### config.mk
export PLATFORM = sky130hd
export DESIGN_NAME = mem_split_bridge
export DESIGN_NICKNAME = d
export VERILOG_FILES = /design/src/rtl/msb_pkg.sv /design/src/rtl/msb_fifo.sv /design/src/rtl/msb_issue.sv /design/src/rtl/mem_split_bridge.sv
export SDC_FILE = /design/constraint.sdc
export NUM_CORES = 2
export LEC_CHECK = 0
export BUFFER_PORTS_ARGS = -buffer_cell sky130_fd_sc_hd__buf_4
export CORE_MARGIN = 1
export CORE_UTILIZATION = 40
export DETAILED_ROUTE_END_ITERATION = 10
export MAX_ROUTING_LAYER = met4
export PLACE_DENSITY = 0.67
export SYNTH_ARGS = -nofsm -noshare
export SYNTH_HDL_FRONTEND = slang
export SYNTH_HIERARCHICAL = 1
export SYNTH_SLANG_ARGS = --single-unit
### constraint.sdc
create_clock -name clk -period 11.7 [get_ports clk]
set_clock_uncertainty 0.15 [all_clocks]
set_input_delay 2.34 -clock clk [delete_from_list [all_inputs] [get_ports clk]]
set_output_delay 2.34 -clock clk [all_outputs]
set_load 0.1 [all_outputs]
### src/rtl/msb_pkg.sv
package msb_pkg;
   // Number of half-width controller sides joined by the bridge.
   localparam int NUM_SIDES = 2;

   typedef enum logic {
      SIDE_LO = 1'b0,
      SIDE_HI = 1'b1
   } side_e;
endpackage

### src/rtl/msb_fifo.sv
module msb_fifo #(
   parameter int WIDTH = 8,
   parameter int DEPTH = 4
) (
   input  logic             clk,
   input  logic             rst_n,
   input  logic             push,
   input  logic [WIDTH-1:0] din,
   input  logic             pop,
   output logic [WIDTH-1:0] dout,
   output logic             full,
   output logic             empty
);
   localparam int PTR_W = (DEPTH > 1) ? $clog2(DEPTH) : 1;
   localparam int CNT_W = $clog2(DEPTH + 1);

   if (DEPTH < 2 || (DEPTH & (DEPTH - 1)) != 0) begin : g_bad_depth
      initial $error("msb_fifo: DEPTH must be a power of two of at least 2");
   end

   logic [WIDTH-1:0] mem [DEPTH];
   logic [PTR_W-1:0] wp, rp;
   logic [CNT_W-1:0] cnt;
   logic             do_push, do_pop;

   assign full    = (cnt == CNT_W'(DEPTH));
   assign empty   = (cnt == '0);
   assign do_push = push & ~full;
   assign do_pop  = pop & ~empty;
   assign dout    = mem[rp];

   always_ff @(posedge clk or negedge rst_n) begin
      if (!rst_n) begin
         wp  <= '0;
         rp  <= '0;
         cnt <= '0;
      end else begin
         if (do_push) wp <= wp + PTR_W'(1);
         if (do_pop)  rp <= rp + PTR_W'(1);
         cnt <= cnt + CNT_W'(do_push) - CNT_W'(do_pop);
      end
   end

   always_ff @(posedge clk) begin
      if (do_push) mem[wp] <= din;
   end
endmodule

### src/rtl/msb_issue.sv
module msb_issue #(
   parameter int SIDES = 2
) (
   input  logic             clk,
   input  logic             rst_n,
   input  logic             head_valid,
   input  logic [SIDES-1:0] side_ready,
   output logic [SIDES-1:0] side_valid,
   output logic             pop
);
   logic [SIDES-1:0] done, take, settled;

   for (genvar s = 0; s < SIDES; s++) begin : g_side
      assign side_valid[s] = head_valid & ~done[s];
      assign take[s]       = side_valid[s] & side_ready[s];
      assign settled[s]    = done[s] | take[s];
   end

   assign pop = head_valid & (&settled);

   always_ff @(posedge clk or negedge rst_n) begin
      if (!rst_n)   done <= '0;
      else if (pop) done <= '0;
      else          done <= settled;
   end
endmodule

### src/rtl/mem_split_bridge.sv
module mem_split_bridge
   import msb_pkg::*;
#(
   parameter int HALF_W     = 32,
   parameter int ADDR_W     = 24,
   parameter int BURST_W    = 4,
   parameter int CMDQ_DEPTH = 8,
   parameter int RDQ_DEPTH  = 16
) (
   input  logic                  clk,
   input  logic                  rst_n,
   input  logic                  cl_valid,
   output logic                  cl_ready,
   input  logic                  cl_write,
   input  logic [ADDR_W-1:0]     cl_addr,
   input  logic [BURST_W-1:0]    cl_burst,
   input  logic [2*HALF_W-1:0]   cl_wdata,
   input  logic [HALF_W/4-1:0]   cl_be,
   output logic                  cl_rvalid,
   input  logic                  cl_rready,
   output logic [2*HALF_W-1:0]   cl_rdata,
   output logic                  ca_valid,
   input  logic                  ca_ready,
   output logic                  ca_write,
   output logic [ADDR_W-1:0]     ca_addr,
   output logic [BURST_W-1:0]    ca_burst,
   output logic [HALF_W-1:0]     ca_wdata,
   output logic [HALF_W/8-1:0]   ca_be,
   input  logic                  ca_rvalid,
   input  logic [HALF_W-1:0]     ca_rdata,
   output logic                  cb_valid,
   input  logic                  cb_ready,
   output logic                  cb_write,
   output logic [ADDR_W-1:0]     cb_addr,
   output logic [BURST_W-1:0]    cb_burst,
   output logic [HALF_W-1:0]     cb_wdata,
   output logic [HALF_W/8-1:0]   cb_be,
   input  logic                  cb_rvalid,
   input  logic [HALF_W-1:0]     cb_rdata
);
   localparam int FULL_W  = 2 * HALF_W;
   localparam int HALF_BE = HALF_W / 8;
   localparam int FULL_BE = 2 * HALF_BE;
   localparam int BEAT_W  = BURST_W + 1;
   localparam int OCNT_W  = $clog2(RDQ_DEPTH + 1);
   localparam int SUM_W   = OCNT_W + 1;

   if (HALF_W < 8 || (HALF_W % 8) != 0) begin : g_bad_width
      initial $error("mem_split_bridge: HALF_W must be a positive multiple of 8");
   end
   if (RDQ_DEPTH < (1 << BURST_W)) begin : g_bad_rdq
      initial $error("mem_split_bridge: RDQ_DEPTH must hold the longest read burst");
   end

   typedef struct packed {
      logic               wr;
      logic [ADDR_W-1:0]  addr;
      logic [BURST_W-1:0] burst;
      logic [FULL_W-1:0]  wdata;
      logic [FULL_BE-1:0] be;
   } entry_t;
   localparam int ENTRY_W = $bits(entry_t);

   // ---------------- command queue and issue tracking ----------------
   entry_t               cq_in, head;
   logic [ENTRY_W-1:0]   cq_head_bits;
   logic                 cq_full, cq_empty, cq_push, cq_pop;
   logic [NUM_SIDES-1:0] side_rdy, side_req;

   assign cq_in   = '{wr: cl_write, addr: cl_addr, burst: cl_burst,
                      wdata: cl_wdata, be: cl_be};
   assign cq_push = cl_valid & cl_ready;
   assign head    = entry_t'(cq_head_bits);

   msb_fifo #(.WIDTH(ENTRY_W), .DEPTH(CMDQ_DEPTH)) u_cmdq (
      .clk(clk), .rst_n(rst_n),
      .push(cq_push), .din(cq_in),
      .pop(cq_pop), .dout(cq_head_bits),
      .full(cq_full), .empty(cq_empty)
   );

   assign side_rdy[SIDE_LO] = ca_ready;
   assign side_rdy[SIDE_HI] = cb_ready;

   msb_issue #(.SIDES(NUM_SIDES)) u_issue (
      .clk(clk), .rst_n(rst_n),
      .head_valid(~cq_empty & rst_n),
      .side_ready(side_rdy),
      .side_valid(side_req),
      .pop(cq_pop)
   );

   // ---------------- read reservation ----------------
   logic [BEAT_W-1:0] req_beats;
   logic [OCNT_W-1:0] out_cnt;
   logic [SUM_W-1:0]  need;
   logic              rd_room, rd_take, merge_pop;

   assign req_beats = {1'b0, cl_burst} + BEAT_W'(1);
   assign need      = SUM_W'(out_cnt) + SUM_W'(req_beats);
   assign rd_room   = (need <= SUM_W'(RDQ_DEPTH));
   assign cl_ready  = rst_n & ~cq_full & (cl_write | rd_room);
   assign rd_take   = cq_push & ~cl_write;

   always_ff @(posedge clk or negedge rst_n) begin
      if (!rst_n) out_cnt <= '0;
      else out_cnt <= out_cnt + (rd_take ? OCNT_W'(req_beats) : OCNT_W'(0))
                              - OCNT_W'(merge_pop);
   end

   // ---------------- per-side data paths ----------------
   logic [HALF_W-1:0]    wr_half [NUM_SIDES];
   logic [HALF_BE-1:0]   be_half [NUM_SIDES];
   logic [HALF_W-1:0]    rd_in   [NUM_SIDES];
   logic [HALF_W-1:0]    rq_dout [NUM_SIDES];
   logic [NUM_SIDES-1:0] rd_in_v, rq_full, rq_empty;

   assign rd_in_v[SIDE_LO] = ca_rvalid;
   assign rd_in_v[SIDE_HI] = cb_rvalid;
   assign rd_in[SIDE_LO]   = ca_rdata;
   assign rd_in[SIDE_HI]   = cb_rdata;

   for (genvar s = 0; s < NUM_SIDES; s++) begin : g_side
      assign wr_half[s] = head.wdata[s*HALF_W +: HALF_W];
      assign be_half[s] = head.be[s*HALF_BE +: HALF_BE];

      msb_fifo #(.WIDTH(HALF_W), .DEPTH(RDQ_DEPTH)) u_rdq (
         .clk(clk), .rst_n(rst_n),
         .push(rd_in_v[s]), .din(rd_in[s]),
         .pop(merge_pop), .dout(rq_dout[s]),
         .full(rq_full[s]), .empty(rq_empty[s])
      );
   end

   assign cl_rvalid = rst_n & ~rq_empty[SIDE_LO] & ~rq_empty[SIDE_HI];
   assign merge_pop = cl_rvalid & cl_rready;
   assign cl_rdata  = {rq_dout[SIDE_HI], rq_dout[SIDE_LO]};

   assign ca_valid = side_req[SIDE_LO];
   assign ca_write = head.wr;
   assign ca_addr  = head.addr;
   assign ca_burst = head.burst;
   assign ca_wdata = wr_half[SIDE_LO];
   assign ca_be    = be_half[SIDE_LO];

   assign cb_valid = side_req[SIDE_HI];
   assign cb_write = head.wr;
   assign cb_addr  = head.addr;
   assign cb_burst = head.burst;
   assign cb_wdata = wr_half[SIDE_HI];
   assign cb_be    = be_half[SIDE_HI];
endmodule

==> results by group <==
Finish
  – Fill count: 14800
  – Most frequent cells in the layout: edfxtp_1, buf_4, mux4_2, mux2i_1, clkbuf_16
  – Layout cell share with drive strength beyond 1: 0.304
  – Non-Filler Instances: 6349
  – Nets: 4018
  – P&R area growth vs syn: 15.6%
  – Most common cell after layout, fill and taps aside: edfxtp_1

Worst setup path
  – Worst EP required: 9210 ps
  – Worst r2r path cells: 12
  – Setup crit end kind: primary output
  – CP Class: primary input to primary output
  – Crit start category: primary input
  – Critical path arrival: 4750 ps
  – CP max FO: 11

Placement
  – Placed insts: 5974
  – Port Buffers: 370
  – Gpl congestion: 0.736
  – DP HPWL: 81.6 mm

Detailed routing
  – Met2 Routed Length: 77.9 mm
  – Initial DRT Pass Iterations: 5
  – M1 WL: 66.0 mm
  – Post-route antenna net violation count: 0
  – Initial DRC Count: 2940
  – Met3 WL: 9.50 mm
  – DRC: 0
  – Via Count: 34400
  – Post-DR wirelength/cell: 24.7 µm
  – Top Metal Used: met4
  – DR vias/cell: 5.41
  – DRT Wirelength: 157 mm

Synth
  – Mux contribution to synthesized area: 0.154
  – Simple-gate area share of the yosys netlist: 0.0118
  – Mapped Cells: 3358
  – EDFF count, synth: 1832
  – Synth Area per Inst: 21.7 µm²
  – Complex-gate fraction of the synthesized area: 0.0292
  – Synth area leader: edfxtp_1
  – Post-synthesis xor/xnor area fraction: 0.00409
  – Post-Synth Adder-Cell Area: 0.00911
  – Register area share after synthesis: 0.770
  – Top FF cell, synth: edfxtp_1
  – Net Count, Synth: 3581
  – Dominant combinational cell family by area after synthesis: multiplexers
  – Ys async rst share: 0.0229
  – Synth top area share: 0.755
  – Largest cells by area after synthesis: edfxtp_1, mux4_2, mux2i_1, mux2_2, a221oi_1
  – Post-Syn Area: 72800 µm²
  – Warnings, synthesis: 6
  – Netlist cell types: 49
  – Seq cells post-synth: 1875

Clock tree
  – Postcts setup bufs: 0
  – Skew-Pair Late Insertion Delay: 820 ps
  – CTS tree: yes
  – H-tree depth: 4
  – Clock sink count: 1875
  – CTS Hold Bufs: 0
  – Inserted Clock Buffers: 189
  – Post-cts repair resize count: 0
  – Root buf cell: clkbuf_16
  – Max clock buf depth: 3
  – CTS clock-pin slew for the worst setup and hold paths: 60 ps

Global route
  – Initial antenna violation count: 21
  – Vias in the first global route: 35400
  – Global-route wire length before repair: 231 mm
  – Largest net degree at the start of global routing: 139
  – Grt ovf: 0
  – Total GRT Usage: 0.174

Floorplanning
  – Height of the die: 429 µm
  – Die W: 429 µm
  – Die area: 184000 µm²
  – Io pins: 371
  – Initial Utilization: 0.403
  – Core area: 181000 µm²
  – Rows: 156

STA
  – Fmax achieved: 0.138 GHz
  – Setup Total Neg Slack: 0 ps
  – Fin crit share: 0.619
  – Final Critical Period: 7240 ps
  – Final slew viol count: 0
  – Relative slew margins: 0.0810
  – Final setup vio count: 0
  – Final hold viol count: 0
  – Worst-Margin Slew: 1370 ps
  – RSZ-0062 raised after global routing: false

Flow run
  – Max cap viols: 0

Worst hold path
  – Hold depth: 1
  – Hold Crit Class: flop to flop

Run status
  – Status: finished clean
critical path, stage by stage:
cell      delay (ps)
buf_4            150
ha_1             340
inv_1             70
fa_1             420
xor2_1           190
nand3b_1         150
o32ai_2          370
o31ai_1          150
a21oi_1          230
buf_4            330
kinds of logic after synthesis:
kind of cell	Yosys count
AOI/OAI and AO/OA	285
xor gates and xnor gates	34
adders and majority gates	50
buffers and inverters	252
DFF	1875
muxes	691
and+or+nand+nor	171
path summary, 6_finish.rpt:
kind	startpoint	to	slack (ps)
worst max-delay path	cl_burst[0]	cl_ready	4460
worst min-delay path	g_side[0].u_rdq/cnt[0]$_DFF_PN0_	g_side[0].u_rdq/cnt[0]$_DFF_PN0_	380
worst max register to register	out_cnt[0]$_DFF_PN0_	u_cmdq/mem[4][88]$_DFFE_PP_	6770
worst min register to register	g_side[0].u_rdq/cnt[0]$_DFF_PN0_	g_side[0].u_rdq/cnt[0]$_DFF_PN0_	380
max in group asynchronous	rst_n	g_side[1].u_rdq/rp[1]$_DFFE_PN0P_	9340
min in group asynchronous	rst_n	g_side[0].u_rdq/rp[1]$_DFFE_PN0P_	1260
cell usage after synthesis, drive strengths merged, types with 2 or more instances:
master and instances:
a21o 6, a21oi 13, a221oi 128, a22oi 64, and2 19, and4bb 2
buf 142, clkbuf 58, dfrtp 43, edfxtp 1832, fa 5, ha 45
inv 52, mux2 105, mux2i 256, mux4 330, nand2 79, nand2b 4
nand3 7, nand3b 3, nand4 3, nor2 18, nor2b 9, nor3 4
nor3b 8, nor4 9, nor4b 2, o21a 3, o21ai 66, xnor2 23
xor2 11
metrics by stage:
step,utilization,setup WS [ps],hold WS [ps],area [µm²]
floorplan,-,-319,332,72800
global placement,0.432,4470,364,78100
detailed placement,0.432,4450,371,78100
CTS,0.466,4450,385,84200
global route,0.466,4270,403,84200
finish,0.466,4460,380,84200
sequential cells by signal, summed over array words and instances, names as in the netlist:
register and count:
u_issue/done 2, g_side.u_rdq/mem 1024, u_cmdq/mem 808, g_side.u_rdq/cnt 10, u_cmdq/cnt 4, u_cmdq/wp 3, g_side.u_rdq/wp 8, out_cnt 5
g_side.u_rdq/rp 8, u_cmdq/rp 3
routing by layer:
| metal | global-route usage | vias up |
|---|---|---|
| met4 | 0.0546 | 0 |
| met5 | - | - |
| met1 | 0.227 | 18200 |
| li1 | - | 14900 |
| met3 | 0.0351 | 225 |
| met2 | 0.276 | 1025 |
cell type report:
cell class                      instances  area, µm²  area share
Sequential cell                      1875      56100       0.666
Multi-Input combinational cell       1231      15400       0.183
Clock buffer                          247       5020      0.0596
Timing Repair Buffer                  446       3420      0.0407
Tap cell                             2370       2970      0.0352
Clock inverter                        107       1060      0.0126
Inverter                               52        195     0.00232
Antenna cell                           21       52.6    0.000624
Power is left out: the tool's default activity adds up to more than one toggle a clock period on the data nets, which glitch-free logic cannot reach.
